[config.mk]
export PLATFORM = sky130hd
export DESIGN_NAME = sq_queue_tracker
export DESIGN_NICKNAME = d
export VERILOG_FILES = /design/src/rtl/sq_pkg.sv /design/src/rtl/sq_shadow_queue.sv /design/src/rtl/sq_esc_detect.sv /design/src/rtl/sq_queue_tracker.sv
export SDC_FILE = /design/constraint.sdc
export NUM_CORES = 1
export LEC_CHECK = 0
export ABC_AREA = 1
export BUFFER_PORTS_ARGS = -buffer_cell sky130_fd_sc_hd__buf_4
export CAP_MARGIN = 15
export CORE_MARGIN = 4
export CORE_UTILIZATION = 40
export DETAILED_ROUTE_END_ITERATION = 12
export HOLD_SLACK_MARGIN = 0.1
export PLACE_DENSITY = 0.65
export SLEW_MARGIN = 10
export SYNTH_ARGS = -nofsm -noshare
export SYNTH_HDL_FRONTEND = slang
export SYNTH_SLANG_ARGS = --single-unit
[constraint.sdc]
create_clock -name clk -period 4.7 [get_ports clk]
set_input_delay 0.94 -clock clk [delete_from_list [all_inputs] [get_ports clk]]
set_output_delay 0.94 -clock clk [all_outputs]
set_load 0.03 [all_outputs]
[src/rtl/sq_pkg.sv]
package sq_pkg;
  typedef enum logic [1:0] {
    QS_IDLE  = 2'b00,
    QS_FIRST = 2'b01,
    QS_FLUSH = 2'b10,
    QS_NEXT  = 2'b11
  } qstat_e;

  localparam logic [4:0] ESC_TAG = 5'b11011;
endpackage

[src/rtl/sq_shadow_queue.sv]
module sq_shadow_queue #(
  parameter int DEPTH = 6,
  parameter int LW    = $clog2(DEPTH + 1)
) (
  input  logic          clk,
  input  logic          rst_n,
  input  logic          pop,
  input  logic          flush,
  input  logic          push,
  input  logic [15:0]   push_word,
  output logic [7:0]    head,
  output logic [LW-1:0] level,
  output logic          taken,
  output logic          room,
  output logic          push_drop,
  output logic          pop_under
);
  logic [7:0]    mem   [DEPTH];
  logic [7:0]    mem_n [DEPTH];
  logic [LW-1:0] base;
  logic          push_ok;

  // Removal is resolved first; the push then lands behind what is left.
  always_comb begin
    taken     = pop && (level != '0) && !flush;
    pop_under = pop && (level == '0);
    base      = flush ? '0 : (level - LW'(taken));
    room      = (LW'(DEPTH) - base) >= LW'(2);
    push_ok   = push && room;
    push_drop = push && !room;
  end

  generate
    for (genvar i = 0; i < DEPTH; i++) begin : g_slot
      always_comb begin
        if (taken) mem_n[i] = (i < DEPTH - 1) ? mem[(i + 1) % DEPTH] : 8'h00;
        else       mem_n[i] = mem[i];
        if (push_ok && (i == int'(base)))     mem_n[i] = push_word[7:0];
        if (push_ok && (i == int'(base) + 1)) mem_n[i] = push_word[15:8];
      end

      always_ff @(posedge clk) begin
        if (!rst_n) mem[i] <= 8'h00;
        else        mem[i] <= mem_n[i];
      end
    end
  endgenerate

  always_ff @(posedge clk) begin
    if (!rst_n) level <= '0;
    else        level <= base + (push_ok ? LW'(2) : LW'(0));
  end

  assign head = mem[0];
endmodule

[src/rtl/sq_esc_detect.sv]
module sq_esc_detect
  import sq_pkg::*;
(
  input  logic        clk,
  input  logic        rst_n,
  input  qstat_e      qs,
  input  logic        taken,
  input  logic [7:0]  head,
  output logic        esc_valid,
  output logic [10:0] esc_opcode
);
  logic       armed;
  logic [2:0] low3;

  always_ff @(posedge clk) begin
    if (!rst_n) begin
      armed      <= 1'b0;
      low3       <= 3'b000;
      esc_valid  <= 1'b0;
      esc_opcode <= '0;
    end else begin
      esc_valid <= 1'b0;
      if (qs == QS_FLUSH) begin
        armed <= 1'b0;
      end else if (taken && qs == QS_FIRST) begin
        armed <= (head[7:3] == ESC_TAG);
        low3  <= head[2:0];
      end else if (taken && qs == QS_NEXT && armed) begin
        armed      <= 1'b0;
        esc_valid  <= 1'b1;
        esc_opcode <= {low3, head};
      end
    end
  end
endmodule

[src/rtl/sq_queue_tracker.sv]
module sq_queue_tracker
  import sq_pkg::*;
#(
  parameter int         DEPTH      = 6,
  parameter logic [2:0] FETCH_CODE = 3'b100,
  parameter int         LW         = $clog2(DEPTH + 1)
) (
  input  logic          clk,
  input  logic          rst_n,
  input  logic [2:0]    bus_stat,
  input  logic [15:0]   bus_ad,
  input  logic          bus_dv,
  input  logic [1:0]    qstat,
  output logic          fetch_ready,
  output logic          esc_valid,
  output logic [10:0]   esc_opcode,
  output logic [LW-1:0] q_level,
  output logic          ovf_err,
  output logic          unf_err
);
  qstat_e     qs;
  logic       fetch, pop, flush, taken, drop, under;
  logic [7:0] head;

  assign qs    = qstat_e'(qstat);
  assign fetch = bus_dv && (bus_stat == FETCH_CODE);
  assign pop   = (qs == QS_FIRST) || (qs == QS_NEXT);
  assign flush = (qs == QS_FLUSH);

  sq_shadow_queue #(.DEPTH(DEPTH), .LW(LW)) u_queue (
    .clk(clk), .rst_n(rst_n), .pop(pop), .flush(flush), .push(fetch),
    .push_word(bus_ad), .head(head), .level(q_level), .taken(taken),
    .room(fetch_ready), .push_drop(drop), .pop_under(under)
  );

  sq_esc_detect u_esc (
    .clk(clk), .rst_n(rst_n), .qs(qs), .taken(taken), .head(head),
    .esc_valid(esc_valid), .esc_opcode(esc_opcode)
  );

  always_ff @(posedge clk) begin
    if (!rst_n) begin
      ovf_err <= 1'b0;
      unf_err <= 1'b0;
    end else begin
      if (drop)  ovf_err <= 1'b1;
      if (under) unf_err <= 1'b1;
    end
  end
endmodule

==> impl_metrics.py, run 1 <==
metrics = {
    "detailed_routing": {
        "drt_iter0_drc": 380,
        "drtAntennaViolNets": 0,
        "drt-vias-per-instance": 5.293,
        "wirelength_um": 11930,
        "via_count": 4298,
        "routedWlPerCell_um": 14.69,
        "first_pass_iters": 5,
        "drc": 0,
    },
    "place": {
        "post_dp_cell_area_sq_um": 4492,
        "gp_congestion": 0.8991,
        "dp_slack_ns": 0.5980,
        "io_buffers": 41,
        "dpl.hpwl_um": 8634,
    },
    "synth": {
        "ys_ff_latch": 69,
        "syn_avg_cell_area_sq_um": 6.363,
        "yosysWarnings": 0,
        "syn_inst": 646,
        "synth_flop_cell": "dfxtp_1",
        "syn_area_sq_um": 4110,
        "ys_async_sr_fraction_pct": 0,
        "synth_cell_types": 31,
        "mappedNetlistNets": 679,
        "yosysSeqAreaShare_pct": 33.61,
        "synth_edf_count": 0,
    },
    "floorplanning": {
        "die_h_um": 109.4,
        "row_count": 36,
        "dieArea_sq_um": 11960,
        "die_width_um": 109.4,
        "ioPinCount": 42,
        "initial_core_util_pct": 41.48,
        "core_area_sq_um": 9910,
    },
    "power_and_ir_drop": {
        "leakage_uw": 0.002154,
        "power-per-cell-area_nw_per_um2": 373.2,
        "finalPower_uw": 1759,
        "vdd_drop_max_uv": 144.2,
    },
    "sta": {
        "finalSetupViolations": 0,
        "rsz0062_at_grt": "false",
        "finalCritPeriodShare_pct": 85.34,
        "tns_ns": 0,
        "finClkSkew_ns": 0.01306,
        "layout_setup_ws_ns": 0.6889,
        "finalHoldViolations": 0,
        "tightest_slew_ns": 0.7229,
        "timing.fmax_mhz": 249.3,
        "maxSlewViolCount": 0,
        "max_slew_margin_pct": 51.51,
        "layout_min_cycle_time_ns": 4.011,
    },
    "worst_setup_path": {
        "crit_fanout": 6,
        "timing.rr.end": "u_queue.mem[2][7]",
        "critPathKind": "input pin to primary output",
        "regToRegSetupSlack_ns": 1.06,
        "start_kind": "input pin",
        "crit_arrival_ns": 3.07,
        "cp_data_required_time_ns": 3.76,
        "worstSetupEndpointType": "primary output",
        "reg2reg_depth": 16,
        "reg2reg_from": "u_queue.level[1]",
    },
    "final_layout": {
        "layout_common_cells": "131 x nand2_1, 101 x nor2_1, 79 x inv_1, 69 x dfxtp_1, 50 x a21oi_1",
        "multiInputGateArea_sq_um": 2280,
        "diodes": 0,
        "seqCellArea_sq_um": 1381,
        "nets": 708,
        "final_cell_area_sq_um": 4715,
        "syn2layout_area_growth_pct": 14.70,
        "fill_cells": 1052,
        "final_core_util_pct": 47.58,
        "layout_commonest_cell": "nand2_1",
        "layout-drive-gt1-share_pct": 12.37,
    },
    "clock_tree": {
        "numClockSinks": 69,
        "cts_buffers": 9,
        "cts-root-buf": "clkbuf_8",
        "cts.htree.levels": 3,
        "clock_latency_ns": 0.36,
        "cts_hold_buffers": 0,
        "clk_path_buf_depth": 2,
        "post_cts_resized": 0,
        "cts_setup_buffers": 0,
        "tritoncts": "yes",
        "clk_pin_slew_worst_paths_ns": 0.08,
    },
    "global_routing": {
        "track_usage_pct": 20.82,
        "grt_max_degree": 43,
        "grt_antenna_before_repair": 0,
        "grt_pass1_vias": 3826,
        "overflow": 0,
        "grt_pass1_wl_um": 19190,
    },
    "flow_run": {
        "cap_violations": 0,
    },
    "worst_hold_path": {
        "hp-class": "register to register",
        "worstHoldPathCells": 2,
        "hold_start": "u_esc.esc_opcode[3]",
        "min_delay_worst_endpoint": "u_esc.esc_opcode[3]",
    },
    "outcome": {
        "run_status": "complete, no violations",
    },
}
## flip-flops by register name (all words and copies together) (netlist names)
| name | count |
|---|---|
| u_esc.esc_opcode | 11 |
| u_esc.armed | 1 |
| u_queue.level | 3 |
| unf_err | 1 |
| u_esc.low3 | 3 |
| u_esc.esc_valid | 1 |
| u_queue.mem | 48 |
| ovf_err | 1 |
## through the flow
stage	hold slack, ns	cells
2_1_floorplan	0.4508	646
3_3_place_gp	0.4335	797
3_5_place_dp	0.4363	797
4_1_cts	0.4488	812
5_1_grt	0.4696	812
6_report	0.4459	812
## final cells by class
type / instances / area share [%]
inverters: 81 / 6.449
flip-flops and latches: 69 / 29.30
repair buffers: 48 / 7.643
clock buffers: 10 / 2.919
well taps: 133 / 3.530
clock inverters: 5 / 1.805
multi-input cells: 466 / 48.35
## report_power, final
| group | internal, uW | total, uW | switching [uW] |
|---|---|---|---|
| Combinational | 172 | 494 | 322 |
| Sequential | 662 | 709 | 46.8 |
| Clock | 312 | 557 | 245 |
| Total | 1150 | 1760 | 613 |
## how the worst max path moves through the flow
stage	depth (start not counted)	from	end	slack (ns)
after global placement	17	qstat[0]	u_queue.mem[2][4]	0.69
final	13	qstat[0]	fetch_ready	0.69
after CTS	13	qstat[0]	fetch_ready	0.72
after global routing	13	qstat[0]	fetch_ready	0.51
after detailed placement	17	qstat[0]	u_queue.mem[2][7]	0.60
after floorplan	13	qstat[0]	fetch_ready	0.78
## synth_stat cells, types with 9 or more instances
master    count  area [sq um]
clkbuf_1     13         48.80
nor3_1       15         75.07
nand4_1      35         219.0
nor2_1      101         379.1
inv_1        79         296.5
nand3_1      49         245.2
nand2_1     131         491.7
dfxtp_1      69          1381
a21oi_1      50         250.2
o21ai_0      46         230.2
buf_2         9         45.04
ha_1          9         112.6
## worst max-delay path, stage by stage
cell	delay [ns]
buf_4	0.12
o31ai_4	0.05
inv_1	0.09
ha_1	0.18
ha_1	0.29
nor2_1	0.29
inv_1	0.11
ha_1	0.25
inv_1	0.14
nand2_1	0.13
inv_1	0.09
nand3_2	0.16
buf_4	0.22
## per-layer routing
| layer | routed length [um] | GRT usage (%) |
|---|---|---|
| met5 | 0 | 0 |
| met4 | 218 | 7.035 |
| met3 | 871 | 4.404 |
| met2 | 5463 | 32.65 |
| met1 | 5377 | 28.42 |
## cells by family (layout without fill, tap and decap cells)
| group | Yosys count | count (layout) | synth area share (%) |
|---|---|---|---|
| DFF | 69 | 69 | 33.61 |
| and+or+nand+nor | 351 | 351 | 38.66 |
| buffers and inverters | 111 | 144 | 11.14 |
| AOI/OAI and AO/OA | 106 | 106 | 13.85 |
| adders and majority gates | 9 | 9 | 2.740 |
(Power assumes the default switching activity.)
==> run 2, diff against run 1 <==
Settings changed: CORE_UTILIZATION 40 to 55, PLACE_DENSITY 0.65 to 0.82.
==> impl_metrics.py, run 2 (synthesis gave the netlist of run 1 again) <==
metrics = {
    "detailed_routing": {
        "met2_length_um": 5217,
        "first_pass_iters": 6,
        "drc": 0,
        "drt-vias-per-instance": 5.623,
        "drt_iter0_drc": 375,
        "routed.top_layer": "met4",
        "routedWlPerCell_um": 14.78,
        "wirelength_um": 11500,
        "wl_met3_um": 1164,
        "via_count": 4375,
        "drtAntennaViolNets": 0,
        "drt-met1-wl_um": 4805,
    },
    "final_layout": {
        "layout-drive-gt1-share_pct": 12.37,
        "seqCellArea_sq_um": 1381,
        "final_cell_area_sq_um": 4664,
        "layout_commonest_cell": "nand2_1",
        "nets": 707,
        "stdcell_count": 778,
        "top_register": "u_queue.mem",
        "largest_reg_flops": 48,
        "syn2layout_area_growth_pct": 13.49,
        "multiInputGateArea_sq_um": 2280,
        "largest_registers": "u_queue.mem x48, u_esc.esc_opcode x11",
        "layout_common_cells": "131 x nand2_1, 101 x nor2_1, 79 x inv_1, 69 x dfxtp_1, 50 x a21oi_1",
        "fill_cells": 674,
        "diodes": 0,
    },
    "clock_tree": {
        "tritoncts": "yes",
        "post_cts_resized": 0,
        "cts_buffers": 9,
        "cts_setup_buffers": 0,
        "cts_hold_buffers": 0,
        "cts.htree.levels": 3,
        "clk_path_buf_depth": 2,
        "clock_latency_ns": 0.36,
        "numClockSinks": 69,
        "cts-root-buf": "clkbuf_8",
        "clk_pin_slew_worst_paths_ns": 0.08,
    },
    "floorplanning": {
        "dieArea_sq_um": 8920,
        "die_width_um": 94.45,
        "row_count": 31,
        "core_area_sq_um": 7253,
        "initial_core_util_pct": 56.67,
        "ioPinCount": 42,
        "die_h_um": 94.45,
    },
    "global_routing": {
        "grt_max_degree": 43,
        "grt_pass1_wl_um": 18590,
        "overflow": 0,
        "grt_antenna_before_repair": 0,
        "grt_pass1_vias": 3887,
        "track_usage_pct": 26.32,
    },
    "worst_hold_path": {
        "hp-class": "register to register",
    },
    "place": {
        "io_buffers": 41,
        "gp_congestion": 0.9658,
        "post_dp_cell_area_sq_um": 4442,
        "dpl.hpwl_um": 8161,
        "placedCellCount": 762,
    },
    "sta": {
        "timing.fmax_mhz": 246.2,
        "finalCritPeriodShare_pct": 86.41,
        "max_slew_margin_pct": 47.57,
        "tightest_slew_ns": 0.7816,
        "tns_ns": 0,
        "maxSlewViolCount": 0,
        "rsz0062_at_grt": "false",
        "finalHoldViolations": 0,
        "layout_min_cycle_time_ns": 4.061,
        "hold_ws_ns": 0.4492,
        "finalSetupViolations": 0,
        "finClkSkew_ns": 0.01229,
    },
    "worst_setup_path": {
        "worstSetupEndpointType": "primary output",
        "critical-path-top-delay-family": "buffers and inverters",
        "cp_data_required_time_ns": 3.76,
        "slowest_stage": "nor2_1",
        "start_kind": "input pin",
        "path_cells": "buf_4 > o31ai_4 > inv_1 > ha_1 > ha_1 > nor2_1 > inv_1 > ha_1 > inv_1 > nand2_1 > inv_1 > nand3_2 > buf_4",
        "crit_top_cell": "inv_1",
        "crit_arrival_ns": 3.12,
        "critPathKind": "input pin to primary output",
        "slowest_delay_ns": 0.30,
        "crit_fanout": 6,
        "cp_num_buf_inv": 6,
    },
    "power_and_ir_drop": {
        "vdd_drop_max_uv": 186.6,
        "power-per-cell-area_nw_per_um2": 377.6,
        "leakage_uw": 0.002150,
        "finalPower_uw": 1761,
    },
    "outcome": {
        "run_status": "complete, no violations",
    },
    "flow_run": {
        "cap_violations": 0,
    },
}
-- run 2: power by group --
group / switching (uW) / internal (uW)
Clock: 257 / 301
Combinational: 325 / 171
Sequential: 44.6 / 662
Total: 627 / 1130
-- run 2: final cells by class --
cell class / count / area share, %
clock buffers: 9 / 2.656
inverters: 81 / 6.518
repair buffers: 47 / 7.564
clock inverters: 7 / 2.119
multi-input cells: 466 / 48.87
well taps: 99 / 2.656
flip-flops and latches: 69 / 29.61
-- run 2: path summary, 6_finish.rpt --
path / endpoint / startpoint / depth (start not counted) / slack [ns]
min: u_esc.esc_opcode[9] / u_esc.esc_opcode[9] / 2 / 0.45
max: fetch_ready / qstat[0] / 13 / 0.64
min reg2reg: u_esc.esc_opcode[9] / u_esc.esc_opcode[9] / 2 / 0.45
max reg2reg: u_queue.mem[1][6] / u_queue.level[1] / 17 / 0.90
-- run 2: per-layer routing --
layer | global-route usage [%] | vias to the layer above
li1 | - | 2168
met3 | 5.259 | 45
met4 | 10.71 | 0
met5 | 0 | -
met2 | 41.78 | 211
met1 | 34.97 | 1951
-- run 2: through the flow --
stage / setup WS, ns / util [%]
after global placement: 0.6992 / 61.24
after CTS: 0.6623 / 64.31
after global routing: 0.4503 / 64.31
final: 0.6388 / 64.31
after detailed placement: 0.5073 / 61.24
after floorplan: 0.7779 / -
-- run 2: worst min-delay path, cell delays in order, from the launching register on --
cell and delay, ns:
dfxtp_1 0.31, inv_1 0.04, a21oi_1 0.05
